--- config.mk ---
export PLATFORM = sky130hd
export DESIGN_NAME = spike_quality_det
export DESIGN_NICKNAME = d
export VERILOG_FILES = /design/src/rtl/dq_pkg.sv /design/src/rtl/dq_pulse_meter.sv /design/src/rtl/dq_window_timer.sv /design/src/rtl/dq_spike_counter.sv /design/src/rtl/spike_quality_det.sv
export SDC_FILE = /design/constraint.sdc
export NUM_CORES = 1
export LEC_CHECK = 0
export ABC_AREA = 1
export BUFFER_PORTS_ARGS = -buffer_cell sky130_fd_sc_hd__buf_2
export CAP_MARGIN = 20
export CORE_ASPECT_RATIO = 2
export CORE_MARGIN = 2
export CORE_UTILIZATION = 27
export DETAILED_ROUTE_END_ITERATION = 6
export SETUP_SLACK_MARGIN = 0.2
export SLEW_MARGIN = 20
export SYNTH_ARGS = -nofsm -noshare
export SYNTH_HDL_FRONTEND = slang
export SYNTH_SLANG_ARGS = --single-unit
--- constraint.sdc ---
create_clock -name clk_i -period 2.1 [get_ports clk_i]
set_input_delay 0.21 -clock clk_i [delete_from_list [all_inputs] [get_ports clk_i]]
set_output_delay 0.21 -clock clk_i [all_outputs]
set_load 0.02 [all_outputs]
--- src/rtl/dq_pkg.sv ---
package dq_pkg;
  parameter int unsigned DQ_WIN_BITS = 16;
  parameter int unsigned DQ_CNT_W    = 4;
  parameter int unsigned DQ_THR_W    = 3;
endpackage

--- src/rtl/dq_pulse_meter.sv ---
module dq_pulse_meter #(
  parameter int unsigned PER_W = 8
) (
  input  logic             clk_i,
  input  logic             rst_ni,
  input  logic             data_i,
  input  logic [PER_W-1:0] bit_period_i,
  output logic             spike_o
);
  logic             d_q, seen_q, spike_q;
  logic [PER_W-1:0] run_q;
  logic [PER_W-1:0] half_w;
  logic             edge_w;

  assign half_w = bit_period_i >> 1;
  assign edge_w = data_i ^ d_q;

  always_ff @(posedge clk_i or negedge rst_ni) begin
    if (!rst_ni) begin
      d_q     <= 1'b0;
      seen_q  <= 1'b0;
      run_q   <= '0;
      spike_q <= 1'b0;
    end else begin
      d_q     <= data_i;
      // first run after reset has no leading edge: never a glitch
      spike_q <= edge_w && seen_q && (run_q < half_w);
      if (edge_w) begin
        run_q  <= {{(PER_W-1){1'b0}}, 1'b1};
        seen_q <= 1'b1;
      end else if (run_q != '1) begin
        run_q  <= run_q + 1'b1;
      end
    end
  end

  assign spike_o = spike_q;


  spike_needs_edge_chk: assert property (@(posedge clk_i) disable iff (!rst_ni)
    spike_q |-> (d_q != $past(d_q)));
endmodule

--- src/rtl/dq_window_timer.sv ---
module dq_window_timer #(
  parameter int unsigned PER_W    = 8,
  parameter int unsigned WIN_BITS = 16
) (
  input  logic             clk_i,
  input  logic             rst_ni,
  input  logic [PER_W-1:0] bit_period_i,
  output logic             win_end_o
);
  localparam int unsigned BIT_W = (WIN_BITS > 1) ? $clog2(WIN_BITS) : 1;
  localparam logic [BIT_W-1:0] BIT_LAST = BIT_W'(WIN_BITS - 1);
  localparam logic [PER_W-1:0] ONE      = PER_W'(1);

  logic [PER_W-1:0] samp_q, per_last_w;
  logic [BIT_W-1:0] bit_q;
  logic             samp_last_w;

  // a zero period behaves as one sample per bit
  assign per_last_w  = (bit_period_i == '0) ? '0 : bit_period_i - ONE;
  assign samp_last_w = samp_q >= per_last_w;
  assign win_end_o   = samp_last_w && (bit_q == BIT_LAST);

  always_ff @(posedge clk_i or negedge rst_ni) begin
    if (!rst_ni) begin
      samp_q <= '0;
      bit_q  <= '0;
    end else if (samp_last_w) begin
      samp_q <= '0;
      bit_q  <= win_end_o ? '0 : bit_q + 1'b1;
    end else begin
      samp_q <= samp_q + ONE;
    end
  end


  window_restart_chk: assert property (@(posedge clk_i) disable iff (!rst_ni)
    win_end_o |=> (samp_q == '0 && bit_q == '0));
endmodule

--- src/rtl/dq_spike_counter.sv ---
module dq_spike_counter #(
  parameter int unsigned CNT_W = 4,
  parameter int unsigned THR_W = 3
) (
  input  logic             clk_i,
  input  logic             rst_ni,
  input  logic             spike_i,
  input  logic             win_end_i,
  input  logic [THR_W-1:0] thresh_i,
  output logic             good_o
);
  localparam logic [CNT_W-1:0] CNT_MAX = '1;

  logic [CNT_W-1:0] cnt_q, cnt_next_w, thr_ext_w;
  logic             good_q;

  assign thr_ext_w  = {{(CNT_W-THR_W){1'b0}}, thresh_i};
  assign cnt_next_w = (spike_i && cnt_q != CNT_MAX) ? cnt_q + 1'b1 : cnt_q;

  always_ff @(posedge clk_i or negedge rst_ni) begin
    if (!rst_ni) begin
      cnt_q  <= '0;
      good_q <= 1'b0;
    end else if (win_end_i) begin
      cnt_q  <= '0;
      good_q <= (cnt_next_w <= thr_ext_w);
    end else begin
      cnt_q  <= cnt_next_w;
    end
  end

  assign good_o = good_q;


  cnt_saturate_chk: assert property (@(posedge clk_i) disable iff (!rst_ni)
    (cnt_q == CNT_MAX && !win_end_i) |=> (cnt_q == CNT_MAX));

  good_hold_chk: assert property (@(posedge clk_i) disable iff (!rst_ni)
    !win_end_i |=> $stable(good_q));

  zero_thr_chk: assert property (@(posedge clk_i) disable iff (!rst_ni)
    (win_end_i && thresh_i == '0 && cnt_q != '0) |=> !good_q);
endmodule

--- src/rtl/spike_quality_det.sv ---
module spike_quality_det
  import dq_pkg::*;
#(
  parameter int unsigned PER_W    = 8,
  parameter int unsigned WIN_BITS = DQ_WIN_BITS,
  parameter int unsigned CNT_W    = DQ_CNT_W,
  parameter int unsigned THR_W    = DQ_THR_W
) (
  input  logic             clk_i,
  input  logic             rst_ni,
  input  logic             data_i,
  input  logic [PER_W-1:0] bit_period_i,
  input  logic [THR_W-1:0] thresh_i,
  output logic             good_o
);
  logic spike_w, win_end_w;

  dq_pulse_meter #(.PER_W(PER_W)) u_meter (
    .clk_i, .rst_ni, .data_i, .bit_period_i, .spike_o(spike_w)
  );

  dq_window_timer #(.PER_W(PER_W), .WIN_BITS(WIN_BITS)) u_timer (
    .clk_i, .rst_ni, .bit_period_i, .win_end_o(win_end_w)
  );

  dq_spike_counter #(.CNT_W(CNT_W), .THR_W(THR_W)) u_count (
    .clk_i, .rst_ni, .spike_i(spike_w), .win_end_i(win_end_w),
    .thresh_i, .good_o
  );
endmodule

---- Word-level counts from Yosys, hierarchy flattened ----
Index checks and enable logic that the tools add are counted.
word-level totals
  ROM bits ................................ 0
  input port bits ......................... 14
  register bits after elaboration ......... 28
  RAM bits ................................ 0
  word-level logic and storage cells ...... 33
  memories ................................ 0
  output and inout bits ................... 1
  latch bits .............................. 0
cells by class
  $lt $le $gt $ge ......................... 3
  add/subtract/negate cells ............... 5
  equality and inequality tests ........... 3
  $mul .................................... 0
  reductions and logical operators ........ 6
  shifts and indexed selects .............. 0
  bitwise operators ....................... 1
  muxes and demuxes ....................... 7
  divide/modulo/power cells ............... 0
operator list
  cell                                                                 number
  8-bit 2-to-1 mux                                                     4
  8-bit by 1-bit adder with 8-bit output (second input constant)       2
  4-bit 2-to-1 mux                                                     3
  4-bit by 1-bit adder with 4-bit output (second input constant)       2
  8-bit greater-or-equal comparator                                    1
  8-bit zero test                                                      1
  8-bit by 7-bit less-than comparator with 1-bit output                1
  8-bit inequality test (second input constant)                        1
  8-bit by 1-bit subtractor with 8-bit output (second input constant)  1
  4-bit == test (second input constant)                                1
  4-bit by 3-bit less-or-equal comparator with 1-bit output            1
  1-bit logical AND                                                    4
  4-bit inequality test (second input constant)                        1
  2-bit nonzero test                                                   1
  1-bit XOR                                                            1

---- Longest topological paths before layout ----
Gate-level depths: netlist of the first run.
  word-level depth ........................ 5
  gate-level depth with buffers ........... 18
  mapped depth without buffers ............ 18

---- By module ----
A second synthesis of the first run with hierarchy kept.
unflattened totals
  cell total of the unflattened synthesis .. 267
  area total of the unflattened synthesis .. 2,021.9 µm²
by module, submodules not included
  module            sequential area each (µm²)  area an instance (µm²)  instances  cells each
  dq_window_timer   300.3                       970.9                   1          133
  dq_pulse_meter    275.3                       695.7                   1          88
  dq_spike_counter  125.1                       355.3                   1          46

---- Worst setup path after synthesis of the first run ----
Ideal clock, no wire load.
  kind .................................... input to register
  start point ............................. in bit_period_i[1]
  end point ............................... reg u_timer.bit_q[3]
  path buffers ............................ 1
  library setup time ...................... 118 ps
  data arrival time ....................... 1,957 ps
  path slack .............................. 25 ps
  required time ........................... 1,982 ps
  cell stages on the path ................. 18
  path through ............................ inv_1 -> ha_1 -> inv_1 -> nor2_1 -> nand2_1 -> nor3_4 -> nand3_2 -> o21ai_0 -> ha_1 -> nand2_1 -> nor2_1 -> nor2_1 -> nand2_1 -> nand2_1 -> nand2_2 -> buf_6 -> nand3b_1 -> nand2_1
on the way
  longest elaborated chain between the ends .. 5
  elaborated cells between the ends (all ways) .. 6
  those cells by class .................... add/sub: 1; order compare: 1; mux: 2; reduce/logical: 2
ends and longest elaborated chain
  element                                                                         line                     RTL
  from (decl)                                                                     spike_quality_det.sv:12  input logic [PER_W-1:0] bit_period_i,
  8-bit by 1-bit subtractor with 8-bit output or 8-bit zero test (tied branches)  dq_window_timer.sv:19    assign per_last_w = (bit_period_i == '0) ? '0 : bit_period_i - ONE;
  8-bit 2-to-1 mux *                                                              dq_window_timer.sv:19
  8-bit greater-or-equal comparator *                                             dq_window_timer.sv:20    assign samp_last_w = samp_q >= per_last_w;
  1-bit logical AND                                                               dq_window_timer.sv:21    assign win_end_o = samp_last_w && (bit_q == BIT_LAST);
  4-bit 2-to-1 mux                                                                dq_window_timer.sv:29    bit_q <= win_end_o ? '0 : bit_q + 1'b1;
  to (signal assigned)                                                            dq_window_timer.sv:29
  to (decl)                                                                       dq_window_timer.sv:15    logic [BIT_W-1:0] bit_q;
Every way passes the cells marked *; elsewhere a longest branch is shown, timed or not.
A chain may end at the register's enable or synchronous reset.

---- Final worst setup path of the first run ----
  start point ............................. in bit_period_i[1]
  end point ............................... reg u_count.cnt_q[3]
on the way
  longest elaborated chain between the ends .. 5
  elaborated cells between the ends (all ways) .. 6
  those cells by class .................... add/sub: 1; order compare: 1; mux: 2; reduce/logical: 2
ends and longest elaborated chain
  element                                                                         line                    RTL
  8-bit by 1-bit subtractor with 8-bit output or 8-bit zero test (tied branches)  dq_window_timer.sv:19
  8-bit 2-to-1 mux *                                                              dq_window_timer.sv:19
  8-bit greater-or-equal comparator *                                             dq_window_timer.sv:20
  1-bit logical AND *                                                             dq_window_timer.sv:21
  4-bit 2-to-1 mux *                                                              dq_spike_counter.sv:24  end else if (win_end_i) begin
  to (signal assigned)                                                            dq_spike_counter.sv:28  cnt_q <= cnt_next_w;
  to (decl)                                                                       dq_spike_counter.sv:14  logic [CNT_W-1:0] cnt_q, cnt_next_w, thr_ext_w;
Marks and branches as above.

==> results of run 1 <==
[area by class of cell]
class                           count  area (µm²)
Tap cell                           90         113
Inverter                           38         160
Clock inverter                      1        30.0
Timing Repair Buffer               34         260
Clock buffer                        3        75.1
Sequential cell                    28         701
Multi-Input combinational cell    188        1390
Fill cell                         718        4260
[per-layer routing]
metal / GRT usage / vias to the layer above / part of all wire
met4: 0.0538 / 0 / 0.027
met3: 0.00813 / 8 / 0.0095
li1: - / 895 / -
met5: 0 / - / 0
met2: 0.241 / 15 / 0.61
met1: 0.125 / 835 / 0.35
[where the power goes]
part           internal, µW  total, µW  switching, µW
sequential              694        883            189
clock                   380        569            189
combinational           660       1330            672
[cells by family (layout without fill, tap and decap cells)]
kind of cell    count (synthesis)  count (layout)
compound gates                 26              26
xor+xnor                        6               6
fa+ha+maj                      22              22
buf+inv                        39              76
flops                          28              28
simple gates                  133             134
[Yosys cell counts (all sizes together)]
cell,number
nor3b,1
a21oi,11
nand4,3
nor3,4
a21boi,1
o21ai,10
nand3b,3
ha,22
or2,5
xor2,5
a21o,1
buf,1
nand2,66
a31oi,1
dfrtp,28
nor2,26
nand3,25
o21a,2
inv,38
xnor2,1
[registers in the layout, summed over array words and instances (netlist names)]
| signal | flops |
|---|---|
| u_meter.run_q | 8 |
| u_count.cnt_q | 4 |
| u_meter.seen_q | 1 |
| u_meter.spike_o | 1 |
| u_timer.samp_q | 8 |
| u_timer.bit_q | 4 |
| u_count.good_o | 1 |
| u_meter.d_q | 1 |
[through the flow]
| stage | worst slack, ns | power, µW | instances | area, µm² | hold slack (ns) |
|---|---|---|---|---|---|
| final | 0.130 | 2780 | 382 | 2730 | -0.0239 |
| after global routing | 0.0105 | 3040 | 382 | 2730 | 0.0399 |
| after CTS | 0.138 | 2570 | 380 | 2550 | 0.00419 |
| after detailed placement | -0.356 | 1760 | 367 | 2250 | 0.288 |
| after global placement | -0.309 | 1730 | 367 | 2250 | 0.284 |
| after floorplan | 0.0353 | 1500 | 254 | 2010 | -0.0856 |
[worst max-delay path, stage by stage]
cell	delay [ns]
sky130_fd_sc_hd__buf_12	0.11
sky130_fd_sc_hd__inv_12	0.04
sky130_fd_sc_hd__ha_4	0.12
sky130_fd_sc_hd__inv_2	0.04
sky130_fd_sc_hd__nor2_4	0.08
sky130_fd_sc_hd__nand2_2	0.07
sky130_fd_sc_hd__nor3_4	0.19
sky130_fd_sc_hd__nand3_4	0.16
sky130_fd_sc_hd__o21ai_2	0.09
sky130_fd_sc_hd__ha_1	0.24
sky130_fd_sc_hd__nand2_2	0.09
sky130_fd_sc_hd__nor2_2	0.04
sky130_fd_sc_hd__nor2_1	0.08
sky130_fd_sc_hd__nand2_1	0.07
sky130_fd_sc_hd__nand2_2	0.13
sky130_fd_sc_hd__nand2_4	0.13
sky130_fd_sc_hd__buf_6	0.14
sky130_fd_sc_hd__a21boi_1	0.12
[worst min path at each step]
stage / start / endpoint / slack [ns] / cells past startpoint
floorplan: rst_ni / u_count.cnt_q[0] / -0.09 / 0
global placement: rst_ni / u_meter.run_q[2] / 0.28 / 1
detailed placement: rst_ni / u_meter.run_q[1] / 0.29 / 1
CTS: rst_ni / u_meter.run_q[1] / 0.004 / 1
global route: rst_ni / u_meter.d_q / 0.04 / 1
finish: rst_ni / u_meter.run_q[1] / -0.02 / 1
[what timing repair did]
| item | 4_1_cts | 5_1_grt |
|---|---|---|
| pin swaps | 18 | 11 |
| setup endpoints to repair | 17 | 17 |
| setup buffers | 8 | 2 |
| cloned | 1 | 0 |
| gates resized for setup | 34 | 33 |
==> load_flow_metrics.sql, run 1 <==
INSERT INTO impl_metrics (metric_group, metric, value, unit) VALUES
('setup_path', 'critPathArrivalTime', '2.16', 'ns'),
('setup_path', 'critical_path.startpoint_type', 'primary input', ''),
('yosys', 'post_synth.cell_area_avg', '7.69', 'µm²'),
('sta', 'timing.final.setup_violations', '0', ''),
('sta', 'maxSlewViolCount', '0', ''),
('yosys', 'netlist_instances', '254', ''),
('clocking', 'tritoncts.num_buffers', '3', ''),
('floorplan', 'std_cell_rows', '43', ''),
('worst_hold_path', 'timing.hold.worst.class', 'in2async', ''),
('yosys', 'synth_top_family_by_area', 'simple AND/OR/NAND/NOR gates', ''),
('status', 'violations', 'negative hold slack', ''),
('power_and_ir_drop', 'ir_drop', '0.482', 'mV'),
('final_layout', 'mostFrequentLayoutCell', 'sky130_fd_sc_hd__nand2_1', ''),
('run', 'max_cap_viol_count', '0', ''),
('sta', 'hold_viol_final', '28', ''),
('global_route', 'number_of_antenna_violations_at_the_first_check_in_global_routing', '0', ''),
('routing', 'antenna_violating_nets_post_route', '0', ''),
('final_layout', 'final_util', '0.391', ''),
('routing', 'vias', '1753', ''),
('sta', 'tightest_slew', '0.667', 'ns'),
('setup_path', 'crit_end', 'u_count.cnt_q[3]', ''),
('final_layout', 'layout.cells.most_common_list', '54 x sky130_fd_sc_hd__nand2_1, 32 x sky130_fd_sc_hd__inv_1, 28 x sky130_fd_sc_hd__dfrtp_1', ''),
('yosys', 'synth.largest_area_cell', 'sky130_fd_sc_hd__dfrtp_1', ''),
('placement', 'numPortBuffers', '14', ''),
('clocking', 'clock_tree.buffer_depth', '2', ''),
('final_layout', 'finalNetCount', '329', ''),
('routing', 'drc', '0', ''),
('status', 'outcome', 'finished, violations left', ''),
('yosys', 'synth_area_in_adders', '0.141', ''),
('placement', 'place.gp.congestion', '0.763', ''),
('floorplan', 'chip_width', '64.2', 'µm'),
('setup_path', 'register_to_register_path_setup_slack', '0.15', 'ns'),
('routing', 'drt_iter0_drc', '24', ''),
('yosys', 'synth.area.mux_share', '0', ''),
('global_route', 'grt_first_pass_wirelength', '7960', 'µm'),
('clocking', 'holdBufCountCts', '0', ''),
('yosys', 'syn-num-nets', '290', ''),
('sta', 'final.period_utilization', '0.938', ''),
('yosys', 'synth_top_cells_by_area', 'sky130_fd_sc_hd__dfrtp_1 36%, sky130_fd_sc_hd__ha_1 14%, sky130_fd_sc_hd__nand2_1 12%', ''),
('global_route', 'grt_start_max_net_pins', '29', ''),
('sta', 'fin_hold_ws', '-0.0239', 'ns'),
('setup_path', 'critPathLaunch', 'bit_period_i[1]', ''),
('yosys', 'synth-compound-area-share', '0.0743', ''),
('yosys', 'ys_seq_area_frac', '0.359', ''),
('clocking', 'htree_levels', '1', ''),
('sta', 'timing.setup.tns', '0', 'ns'),
('sta', 'unrepaired_setup_endpoints_after_global_routing', 'yes', ''),
('final_layout', 'area.growth.synth_to_final', '39.8', '%'),
('setup_path', 'r2r-start', 'u_count.cnt_q[0]', ''),
('routing', 'detail_route.vias_per_cell', '4.59', ''),
('routing', 'routed_wl', '4530', 'µm'),
('sta', 'fmax', '508', 'MHz'),
('global_route', 'global_route.overflow_total', '0', ''),
('yosys', 'synth_simple_gate_area_share', '0.317', ''),
('setup_path', 'timing.rr.end', 'u_count.good_o', ''),
('yosys', 'ys_warns', '0', ''),
('yosys', 'synth_top_area_frac', '0.359', ''),
('yosys', 'synth.distinct_cells', '28', ''),
('power_and_ir_drop', 'powerDensity', '1020', 'mW/mm²'),
('yosys', 'yosys_register_bits', '28', ''),
('clocking', 'clk_latency', '0.26', 'ns'),
('setup_path', 'required_time_of_the_worst_setup_path', '2.29', 'ns'),
('floorplan', 'die_area', '0.00798', 'mm²'),
('setup_path', 'end_kind', 'flop', ''),
('final_layout', 'antenna-diode-count', '0', ''),
('setup_path', 'crit_type', 'in2reg', ''),
('power_and_ir_drop', 'power.leakage', '0.00134', 'µW'),
('global_route', 'globalRouteTotalUtil', '0.122', ''),
('setup_path', 'worst-r2r-cell-count', '13', ''),
('yosys', 'yosys.area_share.xor_xnor', '0.0307', ''),
('floorplan', 'start_util', '0.279', '');
Note: power is estimated with default switching activity, not from simulation.
==> inputs of run 2 (changes only) <==
--- a/config.mk
+++ b/config.mk
@@ -12,6 +12,7 @@
 export CORE_MARGIN = 2
 export CORE_UTILIZATION = 27
 export DETAILED_ROUTE_END_ITERATION = 6
+export MAX_ROUTING_LAYER = met4
 export SETUP_SLACK_MARGIN = 0.2
 export SLEW_MARGIN = 20
 export SYNTH_ARGS = -nofsm -noshare
==> load_flow_metrics.sql, run 2 (synthesized netlist as in run 1, its figures left out) <==
INSERT INTO impl_metrics (metric_group, metric, value, unit) VALUES
('power_and_ir_drop', 'totalPowerFinal', '2790', 'µW'),
('global_route', 'global_route.overflow_total', '0', ''),
('sta', 'unrepaired_setup_endpoints_after_global_routing', 'yes', ''),
('setup_path', 'register_to_register_path_setup_slack', '0.15', 'ns'),
('sta', 'max-slew-margin-rel', '0.556', ''),
('worst_hold_path', 'timing.hold.worst.class', 'in2async', ''),
('clocking', 'tritoncts', 'built', ''),
('clocking', 'htree_levels', '1', ''),
('routing', 'antenna_violating_nets_post_route', '0', ''),
('clocking', 'clock_tree.buffer_depth', '2', ''),
('power_and_ir_drop', 'powerDensity', '1020', 'mW/mm²'),
('placement', 'place.gp.congestion', '0.773', ''),
('status', 'outcome', 'finished, violations left', ''),
('power_and_ir_drop', 'ir_drop', '0.484', 'mV'),
('floorplan', 'fp.coreArea', '0.00699', 'mm²'),
('final_layout', 'finalNetCount', '329', ''),
('routing', 'detail_route.vias_per_cell', '4.60', ''),
('power_and_ir_drop', 'power.share.combinational', '0.478', ''),
('placement', 'numPortBuffers', '14', ''),
('routing', 'drc', '0', ''),
('power_and_ir_drop', 'power.share.sequential', '0.317', ''),
('floorplan', 'start_util', '0.279', ''),
('floorplan', 'die_h', '124', 'µm'),
('final_layout', 'top_regs', 'u_meter.run_q x8, u_timer.samp_q x8', ''),
('setup_path', 'required_time_of_the_worst_setup_path', '2.29', 'ns'),
('global_route', 'globalRouteTotalUtil', '0.125', ''),
('routing', 'vias', '1758', ''),
('sta', 'fmax', '508', 'MHz'),
('sta', 'final.period_utilization', '0.938', ''),
('final_layout', 'seqCellArea', '701', 'µm²'),
('power_and_ir_drop', 'p_clk_frac', '0.205', ''),
('sta', 'finClkSkew', '0.00443', 'ns'),
('sta', 'tightest_slew', '0.666', 'ns'),
('floorplan', 'chip_width', '64.2', 'µm'),
('final_layout', 'final.fill_count', '718', ''),
('placement', 'detailedPlace.worstSlack', '-0.356', 'ns'),
('final_layout', 'antenna-diode-count', '0', ''),
('sta', 'fin_hold_ws', '-0.0267', 'ns'),
('final_layout', 'mostFrequentLayoutCell', 'sky130_fd_sc_hd__nand2_1', ''),
('routing', 'routed_wl', '4540', 'µm'),
('clocking', 'tritoncts.num_buffers', '3', ''),
('power_and_ir_drop', 'power.internal', '1730', 'µW'),
('clocking', 'clk_latency', '0.26', 'ns'),
('setup_path', 'crit_type', 'in2reg', ''),
('sta', 'maxSlewViolCount', '0', ''),
('status', 'violations', 'negative hold slack', ''),
('clocking', 'clock_sinks', '28', ''),
('routing', 'post_drt_wl_per_cell', '11.9', 'µm'),
('sta', 'timing.final.setup_violations', '0', ''),
('setup_path', 'critical_path.startpoint_type', 'primary input', ''),
('power_and_ir_drop', 'power.leakage', '0.00134', 'µW'),
('setup_path', 'top_fanout_value_on_the_critical_path', '7', ''),
('sta', 'hold_viol_final', '28', ''),
('setup_path', 'end_kind', 'flop', ''),
('final_layout', 'area.growth.synth_to_final', '39.8', '%'),
('clocking', 'holdBufCountCts', '0', ''),
('global_route', 'number_of_antenna_violations_at_the_first_check_in_global_routing', '0', ''),
('final_layout', 'multi_input_comb_area', '0.00139', 'mm²'),
('setup_path', 'critPathArrivalTime', '2.16', 'ns'),
('routing', 'drt_iter0_drc', '31', ''),
('floorplan', 'top_level_ports', '15', ''),
('clocking', 'cts_root_buf', 'sky130_fd_sc_hd__clkbuf_16', ''),
('run', 'max_cap_viol_count', '0', ''),
('clocking', 'worst_setup_hold_path_clk_slew', '0.07', 'ns'),
('power_and_ir_drop', 'swShare', '0.378', ''),
('global_route', 'grt_first_pass_wirelength', '7960', 'µm'),
('global_route', 'grt_start_max_net_pins', '29', ''),
('final_layout', 'drive_above_1_share', '0.339', ''),
('power_and_ir_drop', 'total_switching_power', '1050', 'µW'),
('sta', 'tmin_final', '1.97', 'ns'),
('floorplan', 'die_area', '0.00798', 'mm²'),
('global_route', 'first_global_vias', '1865', ''),
('final_layout', 'layout.cells.most_common_list', '54 x sky130_fd_sc_hd__nand2_1, 32 x sky130_fd_sc_hd__inv_1, 28 x sky130_fd_sc_hd__dfrtp_1', ''),
('floorplan', 'std_cell_rows', '43', ''),
('sta', 'final_critical_path_setup_slack', '0.131', 'ns'),
('routing', 'drt-pass1-iter-count', '4', ''),
('placement', 'post-dp-hpwl', '3290', 'µm');
==> run 2: cell counts in the layout (fill, tap and decap cells not counted) <==
No cell type changed its count.
==> run 2: what timing repair did <==
item                       4_1_cts  5_1_grt
setup endpoints to repair       17       17
pin swaps                       18       11
gates resized for setup         34       33
buffers inserted                 8        2
gates cloned                     1        0
==> run 2: worst paths after layout <==
path,start,endpoint,cells past startpoint
max,bit_period_i[1],u_count.cnt_q[3],18
min,rst_ni,u_meter.run_q[1],1
max reg2reg,u_count.cnt_q[0],u_count.good_o,13
min reg2reg,u_meter.seen_q,u_meter.seen_q,1
max in group asynchronous,rst_ni,u_timer.samp_q[6],1
min in group clk_i,data_i,u_meter.d_q,1
==> run 2: cell type report <==
cell class | instances | share of cell area
multi-input combinational | 188 | 0.510
sequential | 28 | 0.257
timing repair buffer | 34 | 0.0953
inverter | 38 | 0.0586
tap | 90 | 0.0412
clock buffer | 3 | 0.0275
clock inverter | 1 | 0.0110
==> run 2: layer usage <==
metal	share of wire	routed length (µm)	track usage	vias up
met1	0.35	1590	0.125	834
met5	0	0	-	-
met2	0.61	2750	0.241	18
met3	0.012	54	0.00813	11
li1	-	-	-	895
met4	0.032	147	0.0538	0
==> run 2: worst max-delay path: stages <==
cell,delay [ns]
sky130_fd_sc_hd__buf_12,0.11
sky130_fd_sc_hd__inv_12,0.04
sky130_fd_sc_hd__ha_4,0.12
sky130_fd_sc_hd__inv_2,0.04
sky130_fd_sc_hd__nor2_4,0.08
sky130_fd_sc_hd__nand2_2,0.07
sky130_fd_sc_hd__nor3_4,0.19
sky130_fd_sc_hd__nand3_4,0.16
sky130_fd_sc_hd__o21ai_2,0.09
sky130_fd_sc_hd__ha_1,0.24
sky130_fd_sc_hd__nand2_2,0.09
sky130_fd_sc_hd__nor2_2,0.04
sky130_fd_sc_hd__nor2_1,0.08
sky130_fd_sc_hd__nand2_1,0.07
sky130_fd_sc_hd__nand2_2,0.13
sky130_fd_sc_hd__nand2_4,0.13
sky130_fd_sc_hd__buf_6,0.14
sky130_fd_sc_hd__a21boi_1,0.12
==> run 2: metrics by stage <==
step,cell area [µm²],util,TNS [ns],std cells
4_1_cts,2550,0.365,0,380
6_report,2730,0.391,0,382
2_1_floorplan,2010,-,0,254
3_3_place_gp,2250,0.322,-4.49,367
5_1_grt,2730,0.391,0,382
3_5_place_dp,2250,0.322,-5.09,367
==> run 2: power by group through the flow <==
stage / registers [µW] / clock network (µW) / logic [µW]
2_1_floorplan: 820 / 0 / 679
3_3_place_gp: 857 / 0 / 875
3_5_place_dp: 862 / 0 / 896
4_1_cts: 864 / 580 / 1130
5_1_grt: 909 / 614 / 1520
6_report: 883 / 571 / 1330
